File: config.mk
export PLATFORM = sky130hd
export DESIGN_NAME = edo_dout_ctrl
export DESIGN_NICKNAME = d
export VERILOG_FILES = /design/src/rtl/edo_out_pkg.sv /design/src/rtl/edo_strobe_edges.sv /design/src/rtl/edo_cycle_track.sv /design/src/rtl/edo_out_stage.sv /design/src/rtl/edo_dout_ctrl.sv
export SDC_FILE = /design/constraint.sdc
export NUM_CORES = 1
export LEC_CHECK = 0
export CORE_AREA = 2 2 39 41
export DETAILED_ROUTE_END_ITERATION = 10
export DIE_AREA = 0 0 41 43
export DONT_BUFFER_PORTS = 1
export PLACE_DENSITY = 0.7
export SETUP_SLACK_MARGIN = 0.4
export SYNTH_ARGS = -nofsm -noshare
export SYNTH_HDL_FRONTEND = slang
export SYNTH_HIERARCHICAL = 1
export SYNTH_SLANG_ARGS = --single-unit
File: constraint.sdc
create_clock -name clk -period 3.7 [get_ports clk]
set_clock_uncertainty 0.15 [all_clocks]
set_input_delay 0.74 -clock clk [delete_from_list [all_inputs] [get_ports clk]]
set_output_delay 0.74 -clock clk [all_outputs]
set_load 0.005 [all_outputs]
File: src/rtl/edo_out_pkg.sv
package edo_out_pkg;

  // positions of the strobes inside the packed edge-detector vector
  localparam int unsigned SIDX_RAS = 0;
  localparam int unsigned SIDX_CAS = 1;
  localparam int unsigned NUM_EDGE_STROBES = 2;

  // active-low strobe went from high to low
  function automatic logic f_fell(input logic prev_n, input logic cur_n);
    return prev_n & ~cur_n;
  endfunction

  // active-low strobe went from low to high
  function automatic logic f_rose(input logic prev_n, input logic cur_n);
    return ~prev_n & cur_n;
  endfunction

  // data is taken from the array: path open, not an early write, write idle
  function automatic logic f_load(input logic path, input logic ewr, input logic we_n);
    return path & ~ewr & we_n;
  endfunction

  // drivers wanted before the output-enable mask
  function automatic logic f_want(input logic path, input logic ewr,
                                  input logic hold, input logic we_n);
    return ((path & ~ewr) | hold) & we_n;
  endfunction

endpackage

File: src/rtl/edo_strobe_edges.sv
module edo_strobe_edges #(
  parameter int unsigned N = 2
) (
  input  logic         clk,
  input  logic         rst_n,
  input  logic [N-1:0] strb_n,
  output logic [N-1:0] fell,
  output logic [N-1:0] rose
);
  import edo_out_pkg::*;

  logic [N-1:0] prev_n;

  for (genvar i = 0; i < N; i++) begin : g_strb
    always_ff @(posedge clk or negedge rst_n) begin
      if (!rst_n) prev_n[i] <= 1'b1;
      else        prev_n[i] <= strb_n[i];
    end
    assign fell[i] = f_fell(prev_n[i], strb_n[i]);
    assign rose[i] = f_rose(prev_n[i], strb_n[i]);
  end

endmodule

File: src/rtl/edo_cycle_track.sv
module edo_cycle_track (
  input  logic clk,
  input  logic rst_n,
  input  logic ras_n,
  input  logic cas_n,
  input  logic we_n,
  input  logic ras_fell,
  input  logic ras_rose,
  input  logic cas_fell,
  input  logic cas_rose,
  input  logic drv_q,
  output logic path_nx,
  output logic ewr_nx,
  output logic hold_nx,
  output logic hold_q,
  output logic cbr_q
);

  logic open_q, open_nx;
  logic ewr_q;
  logic cbr_nx;

  // row cycle state: normal cycle or refresh with column strobe first
  always_comb begin
    open_nx = open_q;
    cbr_nx  = cbr_q;
    if (ras_fell) begin
      open_nx = cas_n;
      cbr_nx  = ~cas_n;
    end else if (ras_rose) begin
      open_nx = 1'b0;
      cbr_nx  = 1'b0;
    end
  end

  assign path_nx = open_nx & ~cas_n;

  // early write flag, decided at the column fall
  always_comb begin
    ewr_nx = ewr_q;
    if (cas_rose || ras_rose)     ewr_nx = 1'b0;
    else if (cas_fell && open_nx) ewr_nx = ~we_n;
  end

  // extended-data-out hold: set when the row closes with drivers on
  always_comb begin
    hold_nx = hold_q;
    if (cas_rose || cas_n)                 hold_nx = 1'b0;
    else if (ras_rose && drv_q)            hold_nx = 1'b1;
  end

  always_ff @(posedge clk or negedge rst_n) begin
    if (!rst_n) begin
      open_q <= 1'b0;
      cbr_q  <= 1'b0;
      ewr_q  <= 1'b0;
      hold_q <= 1'b0;
    end else begin
      open_q <= open_nx;
      cbr_q  <= cbr_nx;
      ewr_q  <= ewr_nx;
      hold_q <= hold_nx;
    end
  end

endmodule

File: src/rtl/edo_out_stage.sv
module edo_out_stage #(
  parameter int unsigned DATA_W = 8
) (
  input  logic              clk,
  input  logic              rst_n,
  input  logic              path_nx,
  input  logic              ewr_nx,
  input  logic              hold_nx,
  input  logic              we_n,
  input  logic              oe_n,
  input  logic [DATA_W-1:0] rd_data,
  output logic [DATA_W-1:0] dq_out,
  output logic              dq_oe
);
  import edo_out_pkg::*;

  logic load_w, want_w;

  assign load_w = f_load(path_nx, ewr_nx, we_n);
  assign want_w = f_want(path_nx, ewr_nx, hold_nx, we_n);

  always_ff @(posedge clk or negedge rst_n) begin
    if (!rst_n) begin
      dq_out <= '0;
      dq_oe  <= 1'b0;
    end else begin
      if (load_w) dq_out <= rd_data;
      dq_oe <= want_w & ~oe_n;
    end
  end

endmodule

File: src/rtl/edo_dout_ctrl.sv
module edo_dout_ctrl #(
  parameter int unsigned DATA_W = 8
) (
  input  logic              clk,
  input  logic              rst_n,
  input  logic              ras_n,
  input  logic              cas_n,
  input  logic              we_n,
  input  logic              oe_n,
  input  logic [DATA_W-1:0] rd_data,
  output logic [DATA_W-1:0] dq_out,
  output logic              dq_oe
);
  import edo_out_pkg::*;

  localparam int unsigned NE = NUM_EDGE_STROBES;

  logic [NE-1:0] strb_n, fell_v, rose_v;
  logic ras_fell, ras_rose, cas_fell, cas_rose;
  logic path_nx, ewr_nx, hold_nx, hold_q, cbr_q;

  always_comb begin
    strb_n           = '1;
    strb_n[SIDX_RAS] = ras_n;
    strb_n[SIDX_CAS] = cas_n;
  end

  edo_strobe_edges #(.N(NE)) u_edges (
    .clk    (clk),
    .rst_n  (rst_n),
    .strb_n (strb_n),
    .fell   (fell_v),
    .rose   (rose_v)
  );

  assign ras_fell = fell_v[SIDX_RAS];
  assign ras_rose = rose_v[SIDX_RAS];
  assign cas_fell = fell_v[SIDX_CAS];
  assign cas_rose = rose_v[SIDX_CAS];

  edo_cycle_track u_track (
    .clk      (clk),
    .rst_n    (rst_n),
    .ras_n    (ras_n),
    .cas_n    (cas_n),
    .we_n     (we_n),
    .ras_fell (ras_fell),
    .ras_rose (ras_rose),
    .cas_fell (cas_fell),
    .cas_rose (cas_rose),
    .drv_q    (dq_oe),
    .path_nx  (path_nx),
    .ewr_nx   (ewr_nx),
    .hold_nx  (hold_nx),
    .hold_q   (hold_q),
    .cbr_q    (cbr_q)
  );

  edo_out_stage #(.DATA_W(DATA_W)) u_out (
    .clk     (clk),
    .rst_n   (rst_n),
    .path_nx (path_nx),
    .ewr_nx  (ewr_nx),
    .hold_nx (hold_nx),
    .we_n    (we_n),
    .oe_n    (oe_n),
    .rd_data (rd_data),
    .dq_out  (dq_out),
    .dq_oe   (dq_oe)
  );

endmodule

### After elaboration in Yosys (flattened, before gate mapping)

Index checks and enable logic that the tools add are counted.

* bits in latches: 0
* output and inout bits: 9
* bits of input ports: 14
* RAM bits: 0
* flip-flop bits (word level): 14
* word-level logic and storage cells: 34
* memories: 0
* bits in read-only memories: 0

* div/mod/pow operators: 0
* $lt $le $gt $ge: 0
* $add $sub $neg: 0
* $mul: 0
* multiplexer cells: 6
* bitwise logic cells: 17
* reduce and logical (&&, ||, !) cells: 4
* shifts and indexed selects: 0
* equality and inequality tests: 0

Operators by type and width (count)
* $and 1x1->1: 9
* $not 1->1: 7
* $mux 1: 6
* $logic_and 1x1->1: 2
* $logic_or 1x1->1: 2
* $or 1x1->1: 1

### Longest topological paths before layout

* depth in word-level cells: 12
* mapped depth: 6

### Hierarchy

The synthesis kept the hierarchy.

By module, submodules not included
* edo_out_stage: cells an instance 21, times used 1, area an instance 355.3 um2
* edo_cycle_track: cells an instance 21, times used 1, area an instance 186.4 um2
* edo_strobe_edges: cells an instance 6, times used 1, area an instance 87.6 um2

### Worst setup path before layout

OpenSTA, ideal clock, no wires.

* kind: input -> register
* from: input ras_n
* to: register u_out.dq_out[0]
* library setup time: 0.125 ns
* buffers on the path: 0
* setup slack: 1.375 ns
* stages on the path: 6
* data required time: 3.425 ns
* data arrival time: 2.050 ns
* path through: and2b_2 -> nand2b_1 -> o21ai_1 -> mux2i_1 -> nand3b_4 -> mux2_2

* longest elaborated chain between the ends: 9

Ends and longest elaborated chain
* start, declared: RTL line edo_dout_ctrl.sv:6 `input logic ras_n,`
* $and 1x1->1 / $not 1->1 (equally long branches): RTL line edo_out_pkg.sv:15, edo_out_pkg.sv:10
* $mux 1 / $and 1x1->1 (equally long branches): RTL line edo_cycle_track.sv:30, edo_out_pkg.sv:10
* $mux 1: RTL line edo_cycle_track.sv:27 `if (ras_fell) begin`
* $logic_and 1x1->1: RTL line edo_cycle_track.sv:42 `else if (cas_fell && open_nx) ewr_nx = ~we_n;`
* $mux 1: RTL line edo_cycle_track.sv:42
* $mux 1 *: RTL line edo_cycle_track.sv:41 `if (cas_rose || ras_rose) ewr_nx = 1'b0;`
* via ewr_nx: RTL line edo_dout_ctrl.sv:20 `logic path_nx, ewr_nx, hold_nx, hold_q, cbr_q;`
* $not 1->1 *: RTL line edo_out_pkg.sv:20 `return path & ~ewr & we_n;`
* $and 1x1->1 * (2 in series): RTL line edo_out_pkg.sv:20
* end signal, assigned: RTL line edo_out_stage.sv:27 `if (load_w) dq_out <= rd_data;`
* end, declared: RTL line edo_out_stage.sv:12 `output logic [DATA_W-1:0] dq_out,`

Mark *: on every way through the listed nets, which the timed path passes. The rest lies on a longest branch.
A chain may end at the register's enable or synchronous reset.

### Worst setup path after layout

* from: register u_edges.prev_n[0]
* to: register u_out.dq_out[0]

* longest elaborated chain between the ends: 10

Ends and longest elaborated chain
* start, declared: RTL line edo_strobe_edges.sv:12 `logic [N-1:0] prev_n;`
* start signal, assigned by index: RTL line edo_strobe_edges.sv:17 `else prev_n[i] <= strb_n[i];`
* $not 1->1 *: RTL line edo_out_pkg.sv:15 `return ~prev_n & cur_n;`
* $and 1x1->1 *: RTL line edo_out_pkg.sv:15
* via rose_v[0]: RTL line edo_dout_ctrl.sv:18 `logic [NE-1:0] strb_n, fell_v, rose_v;`
* $mux 1: RTL line edo_cycle_track.sv:30 `end else if (ras_rose) begin`
* $mux 1: RTL line edo_cycle_track.sv:27
* $logic_and 1x1->1: RTL line edo_cycle_track.sv:42
* $mux 1: RTL line edo_cycle_track.sv:42
* $mux 1 *: RTL line edo_cycle_track.sv:41
* via ewr_nx: RTL line edo_dout_ctrl.sv:20
* $not 1->1 *: RTL line edo_out_pkg.sv:20
* $and 1x1->1 * (2 in series): RTL line edo_out_pkg.sv:20

Marked as above.

==> metrics.md <==
| Metric | Value |
|---|---|
| Pin count of the biggest net entering global routing | 13 |
| Util after Layout | 0.473 |
| Fin. max-slew vios | 0 |
| Fmax | 0.439 GHz |
| Power share of the combinational group | 0.117 |
| Post-cts sizing count | 0 |
| Crit. End Element | flop |
| TritonCTS clock tree | done |
| Initial core utilization | 0.425 |
| DR vias/cell | 5.28 |
| Slew margin rel. | 0.639 |
| Initial antenna violation count | 0 |
| M1 WL | 355 um |
| Worst Setup EP | u_out/dq_out[0] |
| Via Count | 338 |
| CTS sink count | 14 |
| Number of buffers created by CTS | 3 |
| Gr ovfl total | 0 |
| First-pass GRT wire length | 1.48 mm |
| Port buffer count | 0 |
| DP Wirelength | 674 um |
| Final #Nets | 63 |
| Cell family with most CP delay | simple AND/OR/NAND/NOR gates |
| 1st-iter DRT viols | 4 |
| Worst reg2reg path depth | 6 |
| P per Cell Area | 544 mW/mm2 |
| Fin crit share | 0.616 |
| Max layer used | met4 |
| Critical path depth | 6 |
| Vias in the first global route | 380 |
| Worst skew pair latency | 0.27 ns |
| Average size of a mapped cell | 13.7 um2 |
| DRC violations left | 0 |
| Crit path DAT | 2.29 ns |
| Final antenna-violating net count | 0 |
| Commonest non-fill, non-tap cell in the layout | dfrtp_1 |
| Wire per inst | 14.3 um |
| Clock power frac | 0.299 |
| Final Hold Fails | 0 |
| DR WL met2 | 437 um |
| N_diodes | 0 |
| P_leak | 0.319 nW |
| Internal Power | 0.273 mW |
| CP max FO | 8 |
| Max-cap viol count | 0 |
| WL met3 | 111 um |
| Clock-pin slew on the worst setup and hold paths | 0.08 ns |
| Worst Tran Pin Value | 0.539 ns |
| # IOs | 23 |
| Pre-Repair DR Iteration Count | 3 |
| Worst reg2reg setup slack | 1.42 ns |
| Worst min path class | primary input to asynchronous set/reset pin |
| Final RePlAce weighted congestion | 0.598 |
| Setup CP Type | flop to flop |
| Max VDD drop | 0.000289 V |
| Die height | 43 um |
| Die X | 41 um |
| Post-Syn Area | 588 um2 |
| Final wirelength | 913 um |
| Commonest non-fill, non-tap cells in the layout | dfrtp_1, mux2_2, and2b_2 |
| Crit path largest cell delay | 0.53 ns |
| Critical path required time | 3.71 ns |
| Die area | 0.00176 mm2 |
| Standard-cell rows | 14 |
| Switch share | 0.233 |
| CP max-delay cell | dfstp_2 |
| Final setup violation count | 0 |
| Buf+Inv Stages, Crit Path | 0 |
| Unrepaired setup endpoints after global routing | no |
| Share of cells above drive strength 1 | 0.396 |
| Area Overhead vs Synth | 11.3% |
| Syn nets | 57 |
| Mapped Cells | 43 |
| Net Sw Power | 0.0829 mW |
| Global Route Usage Sum | 0.134 |
| RR Startpoint | u_edges/prev_n[0] |
| Startpoint types | flop |
| Max Root-Sink Buffers | 2 |
| Htree depth | 1 |
| Core region area | 0.00138 mm2 |
| Critical-path cell list | and2b_2 -> nand2b_1 -> o21ai_1 -> mux2i_1 -> nand3b_4 -> mux2_2 |
| Flop pwr share | 0.584 |
| Crit Reg-Reg Endpoint | u_out/dq_out[0] |
| Fin crit period | 2.28 ns |
| Root buffer cell | clkbuf_4 |
| Status | finished, final reports clean |
| Setup TNS | 0 ns |
| Critical path launch point | u_edges/prev_n[0] |
| Synth warnings | 6 |
## through the flow
step	instance area (um2)	hold slack [ns]	power, mW	cells	worst slack, ns
2_1_floorplan	588	0.294	0.241	43	1.38
3_3_place_gp	608	0.295	0.249	59	1.25
3_5_place_dp	608	0.295	0.251	59	1.20
4_1_cts	654	0.134	0.364	64	1.40
5_1_grt	654	0.114	0.381	64	1.29
6_report	654	0.148	0.356	64	1.42
## cell type report
cell class	instances	area [um2]
clock buffer	4	36.3
fill	129	729
inverter	1	3.75
multi-input combinational	28	231
sequential	14	353
tap	16	20.0
timing repair buffer	1	10.0
## power groups by stage
stage	Combinational, mW	Sequential, mW	Clock, mW
4_1_cts	0.0427	0.209	0.113
5_1_grt	0.0466	0.213	0.122
3_5_place_dp	0.0395	0.212	0
6_report	0.0417	0.208	0.106
3_3_place_gp	0.0372	0.211	0
2_1_floorplan	0.0352	0.206	0
## layer usage
layer | vias to the layer above | global-route usage
li1 | 160 | -
met1 | 158 | 0.128
met2 | 18 | 0.194
met3 | 2 | 0.0681
met4 | 0 | 0.120
met5 | - | 0
## worst min-delay path by stage
stage | start | slack [ns] | end
3_5_place_dp | rst_n | 0.29 | u_track/open_q
5_1_grt | rst_n | 0.11 | u_edges/prev_n[1]
6_report | rst_n | 0.15 | u_edges/prev_n[1]
2_1_floorplan | rst_n | 0.29 | u_out/dq_oe
4_1_cts | rst_n | 0.13 | u_edges/prev_n[1]
3_3_place_gp | rst_n | 0.29 | u_track/open_q
## flip-flops by register name, summed over array words and instances (netlist names)
register	count
u_track/ewr_q	1
u_out/dq_out	8
u_out/dq_oe	1
u_track/hold_q	1
u_edges/prev_n	2
u_track/open_q	1
## repair_timing
action | CTS | global route
setup buffers | 0 | 0
hold endpoints to repair | 12 | 0
setup endpoints to repair | 0 | 0
hold buffers | 1 | 0
## worst reg2reg max path, stage by stage, from the launching register on
cell and delay [ns]:
dfstp_2 0.53, and2b_2 0.23, nand2b_1 0.17, o21ai_1 0.18
mux2i_1 0.30, nand3b_4 0.25, mux2_2 0.35
Note: power is estimated with default switching activity, not from simulation.
